==> src/rtl/mc_inv_pkg.sv <==
package mc_inv_pkg;

    typedef enum logic [2:0] {
        ST_IDLE,
        ST_SEED,
        ST_STEP,
        ST_FIN,
        ST_DONE
    } mc_state_e;

endpackage

==> src/rtl/mc_weight_step.sv <==
module mc_weight_step #(
    parameter int W_W    = 16,
    parameter int E_W    = 12,
    parameter int FRAC_W = 8
) (
    input  logic signed [W_W-1:0] w_in,
    input  logic        [E_W-1:0] e_in,
    input  logic                  neg,
    output logic signed [W_W-1:0] w_out
);
    localparam int PW = W_W + E_W + 2;
    localparam logic signed [PW-1:0] HI = PW'((64'sd1 <<< (W_W - 1)) - 64'sd1);
    localparam logic signed [PW-1:0] LO = ~HI;

    logic signed [PW-1:0] prod;
    logic signed [PW-1:0] scaled;
    logic signed [PW-1:0] signed_v;

    always_comb begin
        prod     = PW'(w_in) * PW'($signed({1'b0, e_in}));
        scaled   = prod >>> FRAC_W;
        signed_v = neg ? -scaled : scaled;
        if (signed_v > HI) begin
            w_out = W_W'(HI);
        end else if (signed_v < LO) begin
            w_out = W_W'(LO);
        end else begin
            w_out = W_W'(signed_v);
        end
    end

endmodule

==> src/rtl/mc_sum_acc.sv <==
module mc_sum_acc #(
    parameter int W_W   = 16,
    parameter int ACC_W = 24,
    parameter int SHIFT = 3
) (
    input  logic                  clk,
    input  logic                  rst_n,
    input  logic                  clr,
    input  logic                  add,
    input  logic signed [W_W-1:0] val,
    output logic signed [W_W-1:0] avg
);
    localparam logic signed [ACC_W-1:0] HI = ACC_W'((64'sd1 <<< (W_W - 1)) - 64'sd1);
    localparam logic signed [ACC_W-1:0] LO = ~HI;

    logic signed [ACC_W-1:0] acc_q;
    logic signed [ACC_W-1:0] shr;

    always_ff @(posedge clk or negedge rst_n) begin
        if (!rst_n) begin
            acc_q <= '0;
        end else if (clr) begin
            acc_q <= '0;
        end else if (add) begin
            acc_q <= acc_q + ACC_W'(val);
        end
    end

    always_comb begin
        shr = acc_q >>> SHIFT;
        if (shr > HI) begin
            avg = W_W'(HI);
        end else if (shr < LO) begin
            avg = W_W'(LO);
        end else begin
            avg = W_W'(shr);
        end
    end

    AST_ACC_CLEARED: assert property (@(posedge clk) disable iff (!rst_n)
        clr |=> (acc_q == '0));

    AST_ACC_NO_WRAP: assert property (@(posedge clk) disable iff (!rst_n)
        (add && !clr && (acc_q[ACC_W-1] == val[W_W-1])) |=> (acc_q[ACC_W-1] == $past(acc_q[ACC_W-1])));

endmodule

==> src/rtl/mc_inv_est.sv <==
module mc_inv_est
    import mc_inv_pkg::*;
#(
    parameter int IDX_W  = 5,
    parameter int W_W    = 16,
    parameter int E_W    = 12,
    parameter int FRAC_W = 8,
    parameter int T_LEN  = 8,
    parameter int N_LOG2 = 3
) (
    input  logic                  clk,
    input  logic                  rst_n,
    input  logic                  start,
    input  logic [IDX_W-1:0]      row_i,
    input  logic [IDX_W-1:0]      col_j,
    output logic                  busy,
    output logic                  nx_req,
    output logic [IDX_W-1:0]      nx_cur,
    input  logic                  nx_vld,
    input  logic [IDX_W-1:0]      nx_state,
    output logic [IDX_W-1:0]      scl_row,
    input  logic [E_W-1:0]        scl_val,
    output logic [IDX_W-1:0]      sgn_row,
    output logic [IDX_W-1:0]      sgn_col,
    input  logic                  sgn_neg,
    output logic                  done,
    output logic signed [W_W-1:0] est
);
    localparam int SB     = (T_LEN > 1) ? $clog2(T_LEN) : 1;
    localparam int CB     = (N_LOG2 > 0) ? N_LOG2 : 1;
    localparam int N_WALK = 1 << N_LOG2;
    localparam int ACC_W  = W_W + N_LOG2 + SB + 1;
    localparam logic signed [W_W-1:0] W_ONE = W_W'(1 << FRAC_W);

    mc_state_e state_q, state_d;

    logic [IDX_W-1:0]      i_q, j_q, k_q;
    logic signed [W_W-1:0] w_q, w_nx, avg, est_q;
    logic [SB-1:0]         step_q;
    logic [CB-1:0]         chain_q;
    logic                  take, last_step, last_chain, hit, clr;

    assign take       = nx_req && nx_vld;
    assign last_step  = (step_q == SB'(T_LEN - 1));
    assign last_chain = (chain_q == CB'(N_WALK - 1));
    assign hit        = take && (nx_state == j_q);
    assign clr        = (state_q == ST_IDLE) && start;

    assign nx_cur  = k_q;
    assign scl_row = k_q;
    assign sgn_row = k_q;
    assign sgn_col = nx_state;
    assign est     = est_q;

    mc_weight_step #(.W_W(W_W), .E_W(E_W), .FRAC_W(FRAC_W)) u_wstep (
        .w_in  (w_q),
        .e_in  (scl_val),
        .neg   (sgn_neg),
        .w_out (w_nx)
    );

    mc_sum_acc #(.W_W(W_W), .ACC_W(ACC_W), .SHIFT(N_LOG2)) u_acc (
        .clk   (clk),
        .rst_n (rst_n),
        .clr   (clr),
        .add   (hit),
        .val   (w_nx),
        .avg   (avg)
    );

    // state register
    always_ff @(posedge clk or negedge rst_n) begin
        if (!rst_n) begin
            state_q <= ST_IDLE;
        end else begin
            state_q <= state_d;
        end
    end

    // next state
    always_comb begin
        state_d = state_q;
        unique case (state_q)
            ST_IDLE: if (start) state_d = ST_SEED;
            ST_SEED: state_d = ST_STEP;
            ST_STEP: begin
                if (take && last_step) begin
                    state_d = last_chain ? ST_FIN : ST_SEED;
                end
            end
            ST_FIN:  state_d = ST_DONE;
            ST_DONE: state_d = ST_IDLE;
            default: state_d = ST_IDLE;
        endcase
    end

    // outputs decoded from state
    always_comb begin
        busy   = 1'b1;
        nx_req = 1'b0;
        done   = 1'b0;
        unique case (state_q)
            ST_IDLE: busy   = 1'b0;
            ST_SEED: ;
            ST_STEP: nx_req = 1'b1;
            ST_FIN:  ;
            ST_DONE: done   = 1'b1;
            default: busy   = 1'b0;
        endcase
    end

    // walk datapath
    always_ff @(posedge clk or negedge rst_n) begin
        if (!rst_n) begin
            i_q     <= '0;
            j_q     <= '0;
            k_q     <= '0;
            w_q     <= '0;
            step_q  <= '0;
            chain_q <= '0;
            est_q   <= '0;
        end else begin
            unique case (state_q)
                ST_IDLE: begin
                    if (start) begin
                        i_q     <= row_i;
                        j_q     <= col_j;
                        chain_q <= '0;
                    end
                end
                ST_SEED: begin
                    k_q    <= i_q;
                    w_q    <= W_ONE;
                    step_q <= '0;
                end
                ST_STEP: begin
                    if (take) begin
                        k_q    <= nx_state;
                        w_q    <= w_nx;
                        step_q <= step_q + SB'(1);
                        if (last_step) chain_q <= chain_q + CB'(1);
                    end
                end
                ST_FIN:  est_q <= avg;
                ST_DONE: ;
                default: ;
            endcase
        end
    end

    AST_REQ_HOLD: assert property (@(posedge clk) disable iff (!rst_n)
        (nx_req && !nx_vld) |=> (nx_req && $stable(nx_cur)));

    AST_DONE_PULSE: assert property (@(posedge clk) disable iff (!rst_n)
        done |=> (!done && !busy));

    AST_SEED_START: assert property (@(posedge clk) disable iff (!rst_n)
        (state_q == ST_SEED) |=> (nx_req && (nx_cur == i_q)));

    AST_IDX_LOCKED: assert property (@(posedge clk) disable iff (!rst_n)
        busy |=> ($stable(i_q) && $stable(j_q)));

    AST_NO_REQ_AFTER_LAST: assert property (@(posedge clk) disable iff (!rst_n)
        (take && last_step && last_chain) |=> !nx_req);

endmodule

==> config.mk <==
export PLATFORM = sky130hd
export DESIGN_NAME = mc_inv_est
export DESIGN_NICKNAME = d
export VERILOG_FILES = /design/src/rtl/mc_inv_pkg.sv /design/src/rtl/mc_weight_step.sv /design/src/rtl/mc_sum_acc.sv /design/src/rtl/mc_inv_est.sv
export SDC_FILE = /design/constraint.sdc
export NUM_CORES = 1
export LEC_CHECK = 0
export ABC_CLOCK_PERIOD_IN_PS = 9200
export BUFFER_PORTS_ARGS = -buffer_cell sky130_fd_sc_hd__buf_4
export CAP_MARGIN = 40
export CORE_ASPECT_RATIO = 0.6
export CORE_MARGIN = 2
export CORE_UTILIZATION = 35
export CTS_BUF_LIST = sky130_fd_sc_hd__clkbuf_16
export CTS_CLUSTER_SIZE = 20
export DETAILED_ROUTE_END_ITERATION = 6
export PLACE_DENSITY_LB_ADDON = 0.12
export SYNTH_ARGS = -nofsm -noshare
export SYNTH_HDL_FRONTEND = slang
export SYNTH_SLANG_ARGS = --single-unit
==> constraint.sdc <==
create_clock -name clk -period 9.2 [get_ports clk]
set_clock_uncertainty 0.1 [all_clocks]
set_input_delay 0.92 -clock clk [delete_from_list [all_inputs] [get_ports clk]]
set_output_delay 0.92 -clock clk [all_outputs]
set_load 0.02 [all_outputs]
==> results_dict.tcl, run 1 <==
set metrics [dict create \
    regArea_mm2 0.00198 \
    path_class "in -> reg" \
    violations "setup timing" \
    overflow 0 \
    core_mm2 0.0348 \
    status "finished, violations left" \
    multiInputGateArea_mm2 0.00958 \
    dp_slack_ns -1.33 \
    arrival_ns 9.89 \
    rows 53 \
    r2r-end "u_acc.acc_q[22]$_DFFE_PN0P_" \
    instances_no_fill 2110 \
    cp_slowest_stage_delay_ns 0.56 \
    crit_slowest_cell "fa_1" \
    antenna_left 0 \
    cts_hold_buf 0 \
    setup_slack_ns -0.535 \
    drcViolationCount 0 \
    nets 1938 \
    clkTransAtPathRegs_ns 0.07 \
    yosys_most_used_dff "dfrtp_1" \
    synth_fp_nets 1694 \
    cp_num_cells 42 \
    slew_viol_final 0 \
    cts_tree "done" \
    slew_headroom_pct 43.6 \
    dp_cells 2068 \
    tightest_slew_ns 0.844 \
    routabilityCongestion 0.880 \
    synth_seq_area_share_pct 16.1 \
    final_common_cell "buf_4" \
    synth_compound_area_share_pct 12.2 \
    synth_top_family_by_area "adder cells" \
    cp_num_buf_inv 8 \
    drt-initial-drc-count 482 \
    insertion_delay_ns 0.37 \
    clock_sinks 79 \
    clk_path_buf_depth 2 \
    root_buffer "clkbuf_16" \
    synthAdderAreaFrac_pct 38.3 \
    synth_warnings 0 \
    end_kind "register" \
    wirelength_um 33600 \
    r2r_slack_ns -0.49 \
    setup_viol 12 \
    tns_ns -2.95 \
    maxCapViolations 0 \
    cts_htree_levels 3 \
    r2r_cells 41 \
    num_vias 10025 \
    dp_hpwl_um 27400 \
    synth_xor_area_share_pct 4.84 \
    wl_per_cell_um 15.9 \
    yosys.area_share.simple_pct 16.4 \
    crit_path_max_fanout 6 \
    io-pin-count 71 \
    grt_max_degree 54 \
    synthesis.area_mm2 0.0123 \
    final_cell_mix "buf_4, inv_1, fa_1" \
    critPathTopFamily "compound AO/OA/AOI/OAI gates" \
    viasPerCell 4.75 \
    min_path_type "in -> async" \
    ys_ff_latch 79 \
    fin_crit_ns 9.74 \
    die_area_mm2 0.0366 \
    synthMuxAreaShare_pct 1.83 \
    grt_pass1_wl_um 55400 \
    syn2layout_area_growth_pct 29.3 \
    drive_gt1_share_pct 27.8 \
    firstDrtPassIters 5 \
    synth-edff-count 0 \
    grt_antenna_before_repair 0 \
    syn_area_per_cell_um2 8.81 \
    grt_usage_pct 19.3 \
    grt_pass1_vias 10337 \
    io_buffers 70 \
    die_h_um 149 \
    min_period_over_period_pct 106 \
    synth-async-reset-ratio_pct 100 \
    ys_types 71 \
    rsz0062_at_grt "true" \
    synthCells 1393 \
    initial_core_util_pct 35.3 \
    hold_viol 0 \
    critPathMostFrequentCell "fa_1" \
    cts-buffers-inserted 9 \
    start_kind "input pin" \
    die_w_um 246 \
    required_ns 9.35 \
    timing.rr.start "w_q[12]$_DFFE_PN0P_" \
    timing.fmax_mhz 103 \
    num-fill-cells 3427 \
]
[layer usage]
layer	routed length (µm)	up-vias	global-route usage, %
met4	256	0	2.61
met3	1130	18	2.72
li1	-	4922	-
met2	14300	127	27.8
met1	17900	4958	30.7
met5	0	-	0
[synth_stat cells, types with 6 or more instances]
library cell | count | share of area (%)
mux2i_1 | 9 | 0.73
o21ai_0 | 85 | 3.5
xor2_1 | 30 | 2.1
a21oi_1 | 29 | 1.2
ha_1 | 91 | 9.3
buf_4 | 18 | 1.1
mux2_2 | 12 | 1.1
and2_1 | 99 | 5.0
inv_1 | 240 | 7.3
o21bai_1 | 6 | 0.37
nand3_1 | 27 | 1.1
fa_1 | 178 | 29
o21ai_1 | 17 | 0.69
a21o_1 | 15 | 0.92
or3_1 | 6 | 0.31
nand2_1 | 172 | 5.3
dfrtp_1 | 79 | 16
nor3_1 | 11 | 0.45
clkbuf_1 | 55 | 1.7
nand4_1 | 9 | 0.46
xnor2_1 | 36 | 2.6
a32o_1 | 14 | 1.1
a31oi_1 | 10 | 0.51
a211oi_1 | 7 | 0.43
nor2_1 | 41 | 1.3
o211ai_1 | 7 | 0.43
nand2b_1 | 11 | 0.56
[how the worst max path moves through the flow]
stage                                       end               start  slack (ns)
floorplan           u_acc.acc_q[22]$_DFFE_PN0P_          scl_val[1]       -0.88
global placement    u_acc.acc_q[22]$_DFFE_PN0P_          scl_val[3]       -1.29
detailed placement  u_acc.acc_q[22]$_DFFE_PN0P_          scl_val[3]       -1.33
CTS                 u_acc.acc_q[22]$_DFFE_PN0P_          scl_val[1]       -0.48
global route        u_acc.acc_q[22]$_DFFE_PN0P_  w_q[7]$_DFFE_PN0P_       -0.99
finish              u_acc.acc_q[22]$_DFFE_PN0P_          scl_val[3]       -0.54
[worst register-to-register path: cells and delay by family (launching register included)]
kind | cells | cell delay, ns
AO/OA/AOI/OAI | 16 | 3.21
adder cells (fa/ha/maj) | 8 | 3.18
AND/OR/NAND/NOR | 8 | 1.62
flip-flops | 1 | 0.52
multiplexers | 1 | 0.31
XOR/XNOR | 1 | 0.10
buffers and inverters | 7 | 0.54
[registers in the layout (all words and copies together) (netlist names)]
signal       count
step_q           3
i_q              5
j_q              5
state_q          3
chain_q          3
w_q             16
est             16
u_acc.acc_q     23
nx_cur           5
[kinds of logic after synthesis]
family	Yosys count
mux	21
simple gates	408
xor+xnor	67
flops	79
fa+ha+maj	269
compound gates	231
buf+inv	318
[stage by stage]
stage,utilization (%),area (µm²),hold WS [ns]
after detailed placement,42.4,14800,0.358
after floorplan,-,12400,0.343
after CTS,44.5,15500,0.271
final,45.6,15900,0.278
after global placement,42.2,14700,0.355
after global routing,45.6,15900,0.272
[layout make-up]
| type | instances | share of cell area [%] |
|---|---|---|
| clock inverter | 7 | 0.441 |
| sequential | 79 | 12.5 |
| tap | 467 | 3.68 |
| antenna | 1 | 0.0158 |
| timing repair buffer | 311 | 15.9 |
| inverter | 240 | 5.67 |
| multi-input combinational | 996 | 60.3 |
| clock buffer | 9 | 1.42 |
[timing repair]
item | 4_1_cts | 5_1_grt
pin swaps | 67 | 58
cloned | 1 | 1
setup endpoints to repair | 14 | 15
setup buffers | 10 | 14
resized for setup | 82 | 62
endpoints found under the hold margin | 0 | 0
Power of run 1 is left out: the tool's default activity adds up to more than one toggle a clock period on the data nets, which glitch-free logic cannot reach.
==> inputs of run 2 (changes only) <==
--- a/config.mk
+++ b/config.mk
@@ -5,9 +5,11 @@
 export SDC_FILE = /design/constraint.sdc
 export NUM_CORES = 1
 export LEC_CHECK = 0
-export ABC_CLOCK_PERIOD_IN_PS = 9200
+export ABC_CLOCK_PERIOD_IN_PS = 11600
 export BUFFER_PORTS_ARGS = -buffer_cell sky130_fd_sc_hd__buf_4
 export CAP_MARGIN = 40
+export CELL_PAD_IN_SITES_DETAIL_PLACEMENT = 0
+export CELL_PAD_IN_SITES_GLOBAL_PLACEMENT = 2
 export CORE_ASPECT_RATIO = 0.6
 export CORE_MARGIN = 2
 export CORE_UTILIZATION = 35
==> constraint.sdc (replaced) <==
create_clock -name clk -period 11.6 [get_ports clk]
set_clock_uncertainty 0.1 [all_clocks]
set_input_delay 1.16 -clock clk [delete_from_list [all_inputs] [get_ports clk]]
set_output_delay 1.16 -clock clk [all_outputs]
set_load 0.02 [all_outputs]
==> results_dict.tcl, run 2 (synthesis results as in run 1) <==
set metrics [dict create \
    status "finished, final reports clean" \
    viasPerCell 4.84 \
    drive_gt1_share_pct 10.2 \
    required_ns 11.75 \
    final_cell_mix "inv_1, fa_1, nand2_1" \
    fin_area_mm2 0.0136 \
    rsz0062_at_grt "false" \
    r2r_cells 41 \
    clkTransAtPathRegs_ns 0.06 \
    fin_hold_ws_ns 0.369 \
    die_h_um 149 \
    r2r_slack_ns 0.79 \
    cp_num_buf_inv 7 \
    slew_headroom_pct 40.3 \
    min_to "est[10]$_DFFE_PN0P_" \
    critPathMostFrequentCell "fa_1" \
    start_kind "input pin" \
    timing.rr.start "w_q[7]$_DFFE_PN0P_" \
    path_class "in -> reg" \
    overflow 0 \
    min_path_type "reg -> reg" \
    io-pin-count 71 \
    antenna_left 0 \
    rows 53 \
    cts_hold_buf 0 \
    setup_viol 0 \
    diodes 0 \
    tightest_slew_ns 0.893 \
    top_register "u_acc.acc_q" \
    cp_slowest_stage_delay_ns 0.53 \
    clock_sinks 79 \
    hold_depth 2 \
    largest_reg_flops 23 \
    min_period_over_period_pct 95.2 \
    cp_num_cells 42 \
    cts_htree_levels 3 \
    insertion_delay_ns 0.35 \
    num-fill-cells 3603 \
    nets 1729 \
    crit_slowest_cell "fa_1" \
    grt_usage_pct 18.7 \
    core_mm2 0.0348 \
    fin_crit_ns 11.04 \
    dp_slack_ns -0.0880 \
    syn2layout_area_growth_pct 10.9 \
    cts_tree "done" \
    drt-initial-drc-count 612 \
    slew_viol_final 0 \
    min_from "est[10]$_DFFE_PN0P_" \
    tns_ns 0 \
    end_kind "register" \
    grt_max_degree 48 \
    wl_per_cell_um 16.7 \
    grt_antenna_before_repair 0 \
    maxCapViolations 0 \
    die_area_mm2 0.0366 \
    critPathTopFamily "compound AO/OA/AOI/OAI gates" \
    routabilityCongestion 0.773 \
    dp_hpwl_um 26200 \
    num_vias 9191 \
    setup_slack_ns 0.555 \
    hold_viol 0 \
    timing.fmax_mhz 90.5 \
    grt_pass1_wl_um 53300 \
    crit_path_max_fanout 16 \
    drcViolationCount 0 \
    arrival_ns 11.19 \
    wirelength_um 31800 \
    initial_core_util_pct 35.3 \
    clk_path_buf_depth 2 \
    final_common_cell "inv_1" \
    cts-buffers-inserted 9 \
    grt_pass1_vias 9560 \
    r2r-end "u_acc.acc_q[22]$_DFFE_PN0P_" \
    die_w_um 246 \
    firstDrtPassIters 5 \
    root_buffer "clkbuf_16" \
    post_dp_cell_area_mm2 0.0133 \
    io_buffers 70 \
]
[run 2: cell types whose count changed in the layout (fill, tap and decap cells not counted), sizes merged]
cell	change
buf	-208
clkbuf	-1
clkinv	-1
clkinvlp	+1
diode	-1
[run 2: timing repair]
item                                   4_1_cts  5_1_grt
setup endpoints to repair                    0        8
setup buffers                                0        2
endpoints found under the hold margin        0        0
gates resized for setup                      0        3
[run 2: worst max-delay path by stage]
stage | endpoint | slack [ns] | from
finish | u_acc.acc_q[22]$_DFFE_PN0P_ | 0.56 | scl_val[3]
global route | u_acc.acc_q[22]$_DFFE_PN0P_ | 0.02 | scl_val[3]
CTS | u_acc.acc_q[22]$_DFFE_PN0P_ | 0.26 | scl_val[3]
detailed placement | u_acc.acc_q[22]$_DFFE_PN0P_ | -0.09 | scl_val[3]
global placement | u_acc.acc_q[22]$_DFFE_PN0P_ | 0.22 | scl_val[3]
floorplan | u_acc.acc_q[22]$_DFFE_PN0P_ | 0.93 | scl_val[2]
[run 2: metal layers]
layer,vias up,track usage (%),share of wire [%]
met5,-,0,0
met4,0,2.94,1.0
met3,24,2.91,4.4
met2,172,24.9,39
met1,4490,31.1,56
li1,4505,-,-
[run 2: through the flow]
step	utilization [%]	instances
final	39.1	1900
after global routing	39.1	1900
after CTS	39.0	1898
after detailed placement	38.2	1882
after global placement	38.0	1879
after floorplan	-	1393
[run 2: layout make-up]
class / instances / area [µm²] / share of cell area [%]
multi-input cells: 996 / 9050 / 66.4
flip-flops and latches: 79 / 1980 / 14.5
inverters: 240 / 901 / 6.61
repair buffers: 102 / 806 / 5.91
well taps: 467 / 584 / 4.29
clock buffers: 9 / 225 / 1.65
clock inverters: 7 / 81.3 / 0.597
[run 2: worst register-to-register path, delay by kind of cell (launching register included)]
| kind | cells | cell delay, ns |
|---|---|---|
| AOI/OAI and AO/OA | 16 | 3.73 |
| xor gates and xnor gates | 1 | 0.15 |
| adders and majority gates | 8 | 3.33 |
| buffers and inverters | 6 | 0.44 |
| DFF | 1 | 0.60 |
| muxes | 1 | 0.25 |
| and+or+nand+nor | 9 | 2.09 |
Power of run 2 is left out for the same reason.
